<file path="config.mk">
export PLATFORM = sky130hd
export DESIGN_NAME = i2cs_master
export DESIGN_NICKNAME = d
export VERILOG_FILES = /design/src/rtl/i2cs_pkg.sv /design/src/rtl/i2cs_bit_engine.sv /design/src/rtl/i2cs_byte_ctrl.sv /design/src/rtl/i2cs_master.sv
export SDC_FILE = /design/constraint.sdc
export NUM_CORES = 1
export LEC_CHECK = 0
export BUFFER_PORTS_ARGS = -buffer_cell sky130_fd_sc_hd__clkbuf_2
export CORE_MARGIN = 5
export CORE_UTILIZATION = 60
export CTS_BUF_LIST = sky130_fd_sc_hd__clkbuf_16
export DETAILED_ROUTE_END_ITERATION = 7
export PLACE_DENSITY = 0.89
export SYNTH_ARGS = -nofsm -noshare
export SYNTH_HDL_FRONTEND = slang
export SYNTH_SLANG_ARGS = --single-unit
</file>
<file path="constraint.sdc">
create_clock -name clk -period 4.8 [get_ports clk]
set_clock_uncertainty 0.1 [all_clocks]
set_input_delay 0.96 -clock clk [delete_from_list [all_inputs] [get_ports clk]]
set_output_delay 0.96 -clock clk [all_outputs]
set_load 0.02 [all_outputs]
</file>
<file path="src/rtl/i2cs_pkg.sv">
`timescale 1ns/1ps
// Package: shared command and bit-cell codes for the I2C sequencer.
// Assumes: command codes are fixed by the host-facing cmd_op encoding.
package i2cs_pkg;

    typedef enum logic [1:0] {
        OP_START = 2'd0,
        OP_WRITE = 2'd1,
        OP_READ  = 2'd2,
        OP_STOP  = 2'd3
    } i2cs_op_e;

    typedef enum logic [1:0] {
        BK_START = 2'd0,
        BK_DATA  = 2'd1,
        BK_STOP  = 2'd2
    } i2cs_bit_e;

endpackage

</file>
<file path="src/rtl/i2cs_bit_engine.sv">
`timescale 1ns/1ps
// Module: i2cs_bit_engine
// Runs one bus cell (start condition, stop condition or data bit) in four
// strobe-paced phases: set SDA, release SCL, sample with SCL high, end.
// Assumes: go arrives only while idle; sda_in/scl_in are already
// synchronised; lines are open-drain, so only low enables are produced.
module i2cs_bit_engine
    import i2cs_pkg::*;
(
    input  logic      clk,
    input  logic      rst_n,
    input  logic      tick,
    input  logic      go,
    input  i2cs_bit_e kind,
    input  logic      tx_bit,
    input  logic      chk_arb,
    input  logic      sda_in,
    input  logic      scl_in,
    output logic      sda_pull,
    output logic      scl_pull,
    output logic      done,
    output logic      lost,
    output logic      sample
);

    logic      active;
    logic [1:0] phase;
    i2cs_bit_e kind_q;
    logic      bit_q;
    logic      chk_q;

    // Phase sequencer: applies the line action of each phase on a strobe.
    always_ff @(posedge clk) begin
        if (!rst_n) begin
            active   <= 1'b0;
            phase    <= 2'd0;
            kind_q   <= BK_START;
            bit_q    <= 1'b1;
            chk_q    <= 1'b0;
            sda_pull <= 1'b0;
            scl_pull <= 1'b0;
            done     <= 1'b0;
            lost     <= 1'b0;
            sample   <= 1'b0;
        end else begin
            done <= 1'b0;
            lost <= 1'b0;
            if (!active) begin
                if (go) begin
                    active <= 1'b1;
                    phase  <= 2'd0;
                    kind_q <= kind;
                    bit_q  <= tx_bit;
                    chk_q  <= chk_arb;
                end
            end else if (tick) begin
                case (phase)
                    2'd0: begin
                        // SCL is low (or idle high before a first start)
                        if (kind_q == BK_DATA) begin
                            sda_pull <= ~bit_q;
                        end else begin
                            sda_pull <= (kind_q == BK_STOP);
                        end
                        phase <= 2'd1;
                    end
                    2'd1: begin
                        scl_pull <= 1'b0;
                        phase    <= 2'd2;
                    end
                    2'd2: begin
                        // wait here while another device stretches SCL
                        if (scl_in) begin
                            sample <= sda_in;
                            if (kind_q == BK_DATA && chk_q && bit_q && !sda_in) begin
                                lost     <= 1'b1;
                                active   <= 1'b0;
                                sda_pull <= 1'b0;
                                scl_pull <= 1'b0;
                            end else begin
                                if (kind_q == BK_START) begin
                                    sda_pull <= 1'b1;
                                end else if (kind_q == BK_STOP) begin
                                    sda_pull <= 1'b0;
                                end
                                phase <= 2'd3;
                            end
                        end
                    end
                    default: begin
                        if (kind_q != BK_STOP) begin
                            scl_pull <= 1'b1;
                        end
                        done   <= 1'b1;
                        active <= 1'b0;
                    end
                endcase
            end
        end
    end

endmodule

</file>
<file path="src/rtl/i2cs_byte_ctrl.sv">
`timescale 1ns/1ps
// Module: i2cs_byte_ctrl
// Accepts host commands, breaks bytes into bit cells for the bit engine,
// gathers received bits and the ninth-bit response, and keeps the bus
// ownership and sticky arbitration-lost state.
// Assumes: BYTE_W >= 2; the bit engine is idle whenever go is raised.
module i2cs_byte_ctrl
    import i2cs_pkg::*;
#(
    parameter int BYTE_W = 8
) (
    input  logic              clk,
    input  logic              rst_n,
    input  logic              cmd_valid,
    input  logic [1:0]        cmd_op,
    input  logic [BYTE_W-1:0] cmd_data,
    input  logic              cmd_ack,
    input  logic              arb_clr,
    input  logic              eng_done,
    input  logic              eng_lost,
    input  logic              eng_sample,
    output logic              eng_go,
    output i2cs_bit_e         eng_kind,
    output logic              eng_bit,
    output logic              eng_chk,
    output logic [BYTE_W-1:0] rx_data,
    output logic              rx_nack,
    output logic              done,
    output logic              busy,
    output logic              bus_owned,
    output logic              arb_lost
);

    localparam int CNT_W = $clog2(BYTE_W + 1);
    localparam logic [CNT_W-1:0] LAST_DATA = CNT_W'(BYTE_W - 1);
    localparam logic [CNT_W-1:0] ACK_SLOT  = CNT_W'(BYTE_W);

    i2cs_op_e          op_q;
    i2cs_op_e          op_in;
    logic [BYTE_W-1:0] shreg;
    logic [CNT_W-1:0]  cnt;
    logic              ack_q;
    logic              accept;

    // Command filter: one command at a time, start needed to own the bus.
    always_comb begin
        op_in  = i2cs_op_e'(cmd_op);
        accept = cmd_valid && !busy && !arb_lost &&
                 (op_in == OP_START || bus_owned);
    end

    // Command and byte sequencing, ownership and arbitration state.
    always_ff @(posedge clk) begin
        if (!rst_n) begin
            op_q      <= OP_START;
            shreg     <= '0;
            cnt       <= '0;
            ack_q     <= 1'b0;
            eng_go    <= 1'b0;
            eng_kind  <= BK_START;
            eng_bit   <= 1'b1;
            eng_chk   <= 1'b0;
            rx_data   <= '0;
            rx_nack   <= 1'b0;
            done      <= 1'b0;
            busy      <= 1'b0;
            bus_owned <= 1'b0;
            arb_lost  <= 1'b0;
        end else begin
            eng_go <= 1'b0;
            done   <= 1'b0;
            if (arb_clr) begin
                arb_lost <= 1'b0;
            end
            if (eng_lost) begin
                arb_lost  <= 1'b1;
                busy      <= 1'b0;
                bus_owned <= 1'b0;
            end else if (accept) begin
                busy   <= 1'b1;
                op_q   <= op_in;
                eng_go <= 1'b1;
                cnt    <= '0;
                ack_q  <= cmd_ack;
                case (op_in)
                    OP_START: eng_kind <= BK_START;
                    OP_STOP:  eng_kind <= BK_STOP;
                    OP_WRITE: begin
                        eng_kind <= BK_DATA;
                        eng_bit  <= cmd_data[BYTE_W-1];
                        eng_chk  <= 1'b1;
                        shreg    <= cmd_data;
                    end
                    default: begin
                        eng_kind <= BK_DATA;
                        eng_bit  <= 1'b1;
                        eng_chk  <= 1'b0;
                        shreg    <= '0;
                    end
                endcase
            end else if (busy && eng_done) begin
                case (op_q)
                    OP_START: begin
                        bus_owned <= 1'b1;
                        busy      <= 1'b0;
                        done      <= 1'b1;
                    end
                    OP_STOP: begin
                        bus_owned <= 1'b0;
                        busy      <= 1'b0;
                        done      <= 1'b1;
                    end
                    default: begin
                        if (cnt < ACK_SLOT) begin
                            shreg  <= {shreg[BYTE_W-2:0], eng_sample};
                            cnt    <= cnt + 1'b1;
                            eng_go <= 1'b1;
                            if (cnt == LAST_DATA) begin
                                eng_bit <= (op_q == OP_READ) ? ~ack_q : 1'b1;
                                eng_chk <= 1'b0;
                            end else begin
                                eng_bit <= (op_q == OP_WRITE) ? shreg[BYTE_W-2] : 1'b1;
                            end
                        end else begin
                            if (op_q == OP_READ) begin
                                rx_data <= shreg;
                            end else begin
                                rx_nack <= eng_sample;
                            end
                            busy <= 1'b0;
                            done <= 1'b1;
                        end
                    end
                endcase
            end
        end
    end

endmodule

</file>
<file path="src/rtl/i2cs_master.sv">
`timescale 1ns/1ps
// Module: i2cs_master (top)
// Multi-master I2C sequencer: a byte controller feeding a four-phase bit
// engine that drives SDA/SCL through low enables and watches arbitration.
// Assumes: tick comes from an external rate generator; bus levels are
// sampled and synchronised outside this block.
module i2cs_master
    import i2cs_pkg::*;
#(
    parameter int BYTE_W = 8
) (
    input  logic              clk,
    input  logic              rst_n,
    input  logic              tick,
    input  logic              cmd_valid,
    input  logic [1:0]        cmd_op,
    input  logic [BYTE_W-1:0] cmd_data,
    input  logic              cmd_ack,
    input  logic              arb_clr,
    input  logic              sda_in,
    input  logic              scl_in,
    output logic              sda_pull,
    output logic              scl_pull,
    output logic [BYTE_W-1:0] rx_data,
    output logic              rx_nack,
    output logic              done,
    output logic              busy,
    output logic              bus_owned,
    output logic              arb_lost
);

    logic      eng_go;
    i2cs_bit_e eng_kind;
    logic      eng_bit;
    logic      eng_chk;
    logic      eng_done;
    logic      eng_lost;
    logic      eng_sample;

    i2cs_byte_ctrl #(.BYTE_W(BYTE_W)) u_ctrl (
        .clk        (clk),
        .rst_n      (rst_n),
        .cmd_valid  (cmd_valid),
        .cmd_op     (cmd_op),
        .cmd_data   (cmd_data),
        .cmd_ack    (cmd_ack),
        .arb_clr    (arb_clr),
        .eng_done   (eng_done),
        .eng_lost   (eng_lost),
        .eng_sample (eng_sample),
        .eng_go     (eng_go),
        .eng_kind   (eng_kind),
        .eng_bit    (eng_bit),
        .eng_chk    (eng_chk),
        .rx_data    (rx_data),
        .rx_nack    (rx_nack),
        .done       (done),
        .busy       (busy),
        .bus_owned  (bus_owned),
        .arb_lost   (arb_lost)
    );

    i2cs_bit_engine u_eng (
        .clk      (clk),
        .rst_n    (rst_n),
        .tick     (tick),
        .go       (eng_go),
        .kind     (eng_kind),
        .tx_bit   (eng_bit),
        .chk_arb  (eng_chk),
        .sda_in   (sda_in),
        .scl_in   (scl_in),
        .sda_pull (sda_pull),
        .scl_pull (scl_pull),
        .done     (eng_done),
        .lost     (eng_lost),
        .sample   (eng_sample)
    );

endmodule

</file>
Yosys cells after proc, flatten, opt, wreduce, memory -nomap -nowiden
Cells that the tools add are included.
W data, S select, Z words.
{ "classes": {"addsub": 1, "multipliers": 0, "div": 0, "n_lt_le_gt_ge": 1, "n_eq_ne": 21, "shifts": 0, "muxes": 61, "n_bitwise": 11, "reduce_logical": 44} }
{ "op_table": {"columns": ["op", "n"], "rows": [
  ["$mux W1", 39],
  ["$mux W8", 4],
  ["$reduce_and A6 Y1", 4],
  ["$reduce_and A5 Y1", 4],
  ["$mux W4", 4],
  ["$pmux W8 S2", 1],
  ["$reduce_bool A2 Y1", 7],
  ["$not A1 Y1", 11],
  ["$eq A2 B2 Y1 const B", 5],
  ["$mux W2", 5],
  ["$pmux W1 S2", 5],
  ["$eq A2 B1 Y1 const B", 4],
  ["$logic_not A2 Y1", 4],
  ["$ne A2 B2 Y1 const B", 4],
  ["$reduce_and A4 Y1", 2],
  ["$reduce_or A2 Y1", 4],
  ["$logic_and A1 B1 Y1", 7],
  ["$ne A3 B3 Y1 const B", 2],
  ["$pmux W2 S3", 1],
  ["$reduce_and A2 Y1", 3],
  ["$reduce_and A3 Y1", 2],
  ["$add A4 B1 Y4 const B", 1],
  ["$eq A4 B3 Y1 const B", 1],
  ["$lt A4 B4 Y1 const B", 1],
  ["other kinds (11)", 14]
]} }
{ "totals": {"ff_bits": 45, "latchBits": 0, "ramBits": 0, "romBits": 0, "input_bits": 18, "out_inout_bits": 15, "elab_cells": 163, "memories": 0} }

Logic depth before layout (Yosys ltp)
{ "logic_depth": {"word_depth": 9, "depth_mapped": 8, "ltp_nobuf": 6} }

Cells and area by module
Synthesis repeated with hierarchy kept, for this count alone.
{ "unflattened": {"cells_unflattened": 247, "hier_area_um2": 2272.2} }
{ "modules_own_cells": {"columns": ["module", "n_inst", "cells_each", "area_per_inst_um2", "seq_area_each_um2"], "rows": [
  ["i2cs_byte_ctrl", 1, 172, 1572.8, 660.6],
  ["i2cs_bit_engine", 1, 75, 699.4, 240.2]
]} }

Worst setup path before layout
OpenSTA, ideal clock, no wires.
{ "synth_path": {"path_type": "input to register", "start": "input cmd_op[0]", "end": "register u_ctrl.eng_bit", "setup_ps": 122, "t_arrival_ps": 2061, "t_required_ps": 4578, "path_slack_ps": 2518, "path_stages": 7, "n_path_buf": 1, "cell_sequence": "inv_1 > ha_1 > nor2_1 > nor4b_4 > or2_1 > buf_2 > o311a_1"} }
{ "synth_between": {"elab_chain_len": 5, "word_cells_on_any_way": 13, "classes_between": "eq/ne (4); mux (2); reduce/logical (7)"} }
{ "synth_lines": {"columns": ["item", "line_no", "rtl"], "rows": [
  ["start, declared", "i2cs_master.sv:16", "input logic [1:0] cmd_op,"],
  ["$logic_not A2 Y1", "i2cs_byte_ctrl.sv:49, i2cs_byte_ctrl.sv:85", null],
  ["$logic_or A1 B1 Y1", "i2cs_byte_ctrl.sv:49", "(op_in == OP_START || bus_owned);"],
  ["$logic_and A1 B1 Y1", "i2cs_byte_ctrl.sv:48", "accept = cmd_valid && !busy && !arb_lost &&"],
  ["$ne A2 B2 Y1 (no source line) (tied with other cells)", null, null],
  ["$reduce_and A5 Y1 (no source line)", null, null],
  ["end signal, assigned", "i2cs_byte_ctrl.sv:90", "eng_bit <= cmd_data[BYTE_W-1];"],
  ["end signal, assigned", "i2cs_byte_ctrl.sv:119", "eng_bit <= (op_q == OP_READ) ? ~ack_q : 1'b1;"],
  ["end signal, assigned", "i2cs_byte_ctrl.sv:122", "eng_bit <= (op_q == OP_WRITE) ? shreg[BYTE_W-2] : 1'b1;"],
  ["end, declared", "i2cs_byte_ctrl.sv:24", "output logic eng_bit,"]
]} }
Several ways; a longest one is shown, not always the timed one.
A chain may end at the register's enable or synchronous reset.

Worst setup path in the final report
Same ends and word-level chain as after synthesis.

==> results.cfg <==
[synth]
synth_area_um2 = 2200
yosysWarningCount = 0
main_combinational_cell_family_by_area_after_synthesis = simple AND/OR/NAND/NOR gates
synth_compound_area_share_pct = 17.5
seq_area_frac_synth_pct = 41.0
mean_area_per_synthesized_cell_um2 = 8.87
ys_seq_elements = 45
adder_cell_fraction_of_synth_area_pct = 6.83
ys_types = 41
post_synth_and_or_nand_nor_area_fraction_pct = 20.1
post_synth_inst_count = 248
syn-num-nets = 278
synthXorXnorAreaFrac_pct = 0
synth_mux_area_share_pct = 8.65

[worst_hold_path]
min_from = u_eng.scl_pull$_SDFFE_PN0P_
worst_min_delay_path_class = reg2reg

[timing]
timing_hold_violations_final = 0
tightest_slew_ns = 0.979
post-route-period-util_pct = 60.8
setup-tns-final_ns = 0
setup_viol = 0
relative_slew_margins_pct = 34.5
fin_worst_hold_slack_ns = 0.357
clock.fmax_mhz = 343
rsz0062_at_grt = false
slew_viol_final = 0
final.setup.worst_slack_ns = 1.88
timing.final.crit_period_ns = 2.92

[routing]
wl_per_cell_um = 15.6
detailedRoute.firstPassIterationCount = 5
vias_per_cell = 5.96
final_antenna_net_count = 0
drt_first_iter_violations = 199
post-route-drc-count = 0
detail_route.wirelength_mm = 4.97
num_vias = 1901

[global_routing]
initial_antenna_violation_count = 0
grt_max_degree = 25
number_of_global_route_vias_before_repair = 1780
wire_length_of_the_first_global_routing_pass_mm = 8.20
grtUsageTotal_pct = 20.4
overflow = 0

[floorplan]
core_um2 = 3610
design.portCount = 33
fp.dieArea_um2 = 4980
die_width_um = 70.5
fp-row-count = 22
height_of_the_die_um = 70.5
initial_utilization_pct = 61.0

[cells_and_area]
antenna_cells = 0
finalNetCount = 301
stdcell_count = 319
area_delta_synth_final_pct = 13.3
layout-drive-gt1-share_pct = 15.9
count_of_filler_cells_inserted_in_the_layout = 293

[clock_network]
clockBufferDepth = 2
root_buffer = sky130_fd_sc_hd__clkbuf_16
cts_max_level = 2
cts_setup_buffers = 0
clock_insertion_delay_worst_skew_ns = 0.28
cts.sinks = 45
tritoncts = yes
cts_hold_repair.buffers = 0
postCtsResizedCells = 0
worst_setup_hold_path_clk_slew_ns = 0.06
numCtsBuffers = 5

[pwr]
pwr_density_cell_nw_per_um2 = 323
leakagePower_nw = 1.02
vdd_ir_drop_max_v = 0.000205

[worst_setup_path]
critical_path_required_ns = 4.87
crit_path_end_kind = flop
timing.reg2reg.setup_slack_ns = 2.15
crit_path_max_fanout = 12
worst_setup_path_start_kind = input port
worst-endpoint-arrival_ns = 2.98
critical_path.reg2reg.startpoint = u_ctrl.op_q[0]$_SDFFE_PN0P_
rr_worst_depth = 6
cp-endpoint = u_ctrl.eng_bit$_SDFFE_PN1P_
reg2reg_to = u_ctrl.shreg[4]$_SDFFE_PN0P_
setup.worst_path.class = in2reg
setup.worst_path.start = cmd_op[0]

[place]
globalplace.congestion = 0.887
worst_slack_placed_ns = 1.67
placement.io_buffers = 32
dpl.cell_count = 312
dpl_hpwl_mm = 3.40

[run_status]
status = complete, no violations

[run]
drv.max_cap_violation_count = 0
-- layout by cell type (no fill, tap or decap), types with 2 or more instances in the layout --
master / netlist / final
sky130_fd_sc_hd__a21oi_1: 28 / 28
sky130_fd_sc_hd__a31oi_1: 2 / 2
sky130_fd_sc_hd__clkbuf_16: 0 / 5
sky130_fd_sc_hd__clkbuf_2: 0 / 32
sky130_fd_sc_hd__dfxtp_1: 45 / 45
sky130_fd_sc_hd__ha_1: 12 / 12
sky130_fd_sc_hd__inv_1: 12 / 12
sky130_fd_sc_hd__mux2i_1: 19 / 19
sky130_fd_sc_hd__nand2_1: 21 / 21
sky130_fd_sc_hd__nand2b_1: 4 / 4
sky130_fd_sc_hd__nand3_1: 3 / 3
sky130_fd_sc_hd__nand4_1: 2 / 2
sky130_fd_sc_hd__nor2_1: 25 / 25
sky130_fd_sc_hd__nor3_1: 12 / 12
sky130_fd_sc_hd__nor3b_1: 2 / 2
sky130_fd_sc_hd__o2111ai_1: 2 / 2
sky130_fd_sc_hd__o211ai_1: 3 / 3
sky130_fd_sc_hd__o21ai_0: 3 / 3
sky130_fd_sc_hd__o21ai_1: 4 / 4
sky130_fd_sc_hd__o22ai_1: 2 / 2
sky130_fd_sc_hd__o311a_1: 2 / 2
sky130_fd_sc_hd__o31ai_1: 10 / 10
sky130_fd_sc_hd__or2_1: 2 / 2
sky130_fd_sc_hd__or3_1: 2 / 2
-- metrics by stage --
step	utilization (%)	power (mW)	area [um2]
floorplan	-	0.428	2200
global placement	64.7	0.441	2330
detailed placement	64.7	0.443	2330
CTS	69.1	0.813	2490
global route	69.1	0.833	2490
finish	69.1	0.806	2490
-- registers in the layout, indices dropped and copies added (netlist names), 2 cells and up --
signal and count:
u_ctrl.rx_data 8, u_ctrl.shreg 8, u_ctrl.cnt 4, u_ctrl.eng_kind 2, u_ctrl.op_q 2, u_eng.kind_q 2, u_eng.phase 2
-- routing by layer --
metal	vias up	track usage [%]	wire (um)
met5	-	0	0
met4	0	8.14	65
met3	10	4.69	351
met2	78	35.6	2470
met1	887	24.3	2090
li1	926	-	-
-- Yosys cell counts --
cell type | number | area share, %
sky130_fd_sc_hd__mux2i_1 | 19 | 8.6
sky130_fd_sc_hd__buf_2 | 7 | 1.6
sky130_fd_sc_hd__a311oi_1 | 1 | 0.40
sky130_fd_sc_hd__o21ai_0 | 3 | 0.68
sky130_fd_sc_hd__and4bb_1 | 1 | 0.57
sky130_fd_sc_hd__or3b_4 | 1 | 0.51
sky130_fd_sc_hd__clkbuf_1 | 6 | 1.0
sky130_fd_sc_hd__o21ai_1 | 4 | 0.91
sky130_fd_sc_hd__nand4bb_1 | 1 | 0.51
sky130_fd_sc_hd__a31o_1 | 1 | 0.40
sky130_fd_sc_hd__a41oi_1 | 1 | 0.40
sky130_fd_sc_hd__nand2b_1 | 4 | 1.1
sky130_fd_sc_hd__nor3_1 | 12 | 2.7
sky130_fd_sc_hd__buf_6 | 2 | 1.0
sky130_fd_sc_hd__nor4b_4 | 1 | 1.1
sky130_fd_sc_hd__nor2_1 | 25 | 4.3
sky130_fd_sc_hd__or2_1 | 2 | 0.57
sky130_fd_sc_hd__o311a_1 | 2 | 0.91
sky130_fd_sc_hd__o22ai_1 | 2 | 0.57
sky130_fd_sc_hd__a21oi_1 | 28 | 6.4
sky130_fd_sc_hd__nand4_1 | 2 | 0.57
sky130_fd_sc_hd__nor3_4 | 1 | 0.74
sky130_fd_sc_hd__a2111oi_2 | 1 | 0.68
sky130_fd_sc_hd__nor3b_1 | 2 | 0.68
sky130_fd_sc_hd__a31oi_1 | 2 | 0.57
sky130_fd_sc_hd__nand4b_1 | 1 | 0.40
sky130_fd_sc_hd__and4b_1 | 1 | 0.46
sky130_fd_sc_hd__or3_1 | 2 | 0.57
sky130_fd_sc_hd__nand3_1 | 3 | 0.68
sky130_fd_sc_hd__o2111ai_1 | 2 | 0.80
sky130_fd_sc_hd__nand3b_1 | 1 | 0.34
sky130_fd_sc_hd__and4_1 | 1 | 0.40
sky130_fd_sc_hd__dfxtp_1 | 45 | 41
sky130_fd_sc_hd__o21bai_1 | 1 | 0.34
sky130_fd_sc_hd__inv_1 | 12 | 2.0
sky130_fd_sc_hd__nand2_1 | 21 | 3.6
sky130_fd_sc_hd__ha_1 | 12 | 6.8
sky130_fd_sc_hd__o211ai_1 | 3 | 1.0
sky130_fd_sc_hd__buf_4 | 1 | 0.34
sky130_fd_sc_hd__o31ai_1 | 10 | 3.4
sky130_fd_sc_hd__and2_1 | 1 | 0.28
-- worst max-delay path, stage by stage --
cell	delay (ns)
sky130_fd_sc_hd__clkbuf_2	0.12
sky130_fd_sc_hd__inv_1	0.05
sky130_fd_sc_hd__ha_1	0.20
sky130_fd_sc_hd__nor2_1	0.74
sky130_fd_sc_hd__nor4b_4	0.20
sky130_fd_sc_hd__or2_1	0.39
sky130_fd_sc_hd__o311a_1	0.32
-- power by group --
group	internal [mW]	switching, mW
registers	0.379	0.00516
clock network	0.241	0.128
logic	0.0191	0.0329
total	0.640	0.166
-- cell families (layout without fill, tap and decap cells) --
kind of cell,after synthesis,after routing
DFF,45,45
AOI/OAI and AO/OA,61,61
and+or+nand+nor,83,83
adders and majority gates,12,12
muxes,19,19
buffers and inverters,28,51
-- worst min-delay path by stage --
stage                             endpoint  slack, ns  cells after the start
2_1_floorplan  u_ctrl.eng_chk$_SDFFE_PN0P_       0.33                      2
3_3_place_gp   u_eng.scl_pull$_SDFFE_PN0P_       0.34                      2
3_5_place_dp   u_eng.scl_pull$_SDFFE_PN0P_       0.35                      2
4_1_cts        u_eng.scl_pull$_SDFFE_PN0P_       0.36                      2
5_1_grt        u_ctrl.eng_chk$_SDFFE_PN0P_       0.39                      2
6_report       u_eng.scl_pull$_SDFFE_PN0P_       0.36                      2
-- area by class of cell --
type,instances,area [um2],area share (%)
multi-input cells,175,1170,46.8
flip-flops and latches,45,901,36.1
repair buffers,32,160,6.43
clock buffers,5,125,5.02
well taps,48,60.1,2.41
inverters,12,45.0,1.81
clock inverters,2,35.0,1.41
(Power assumes the default switching activity.)
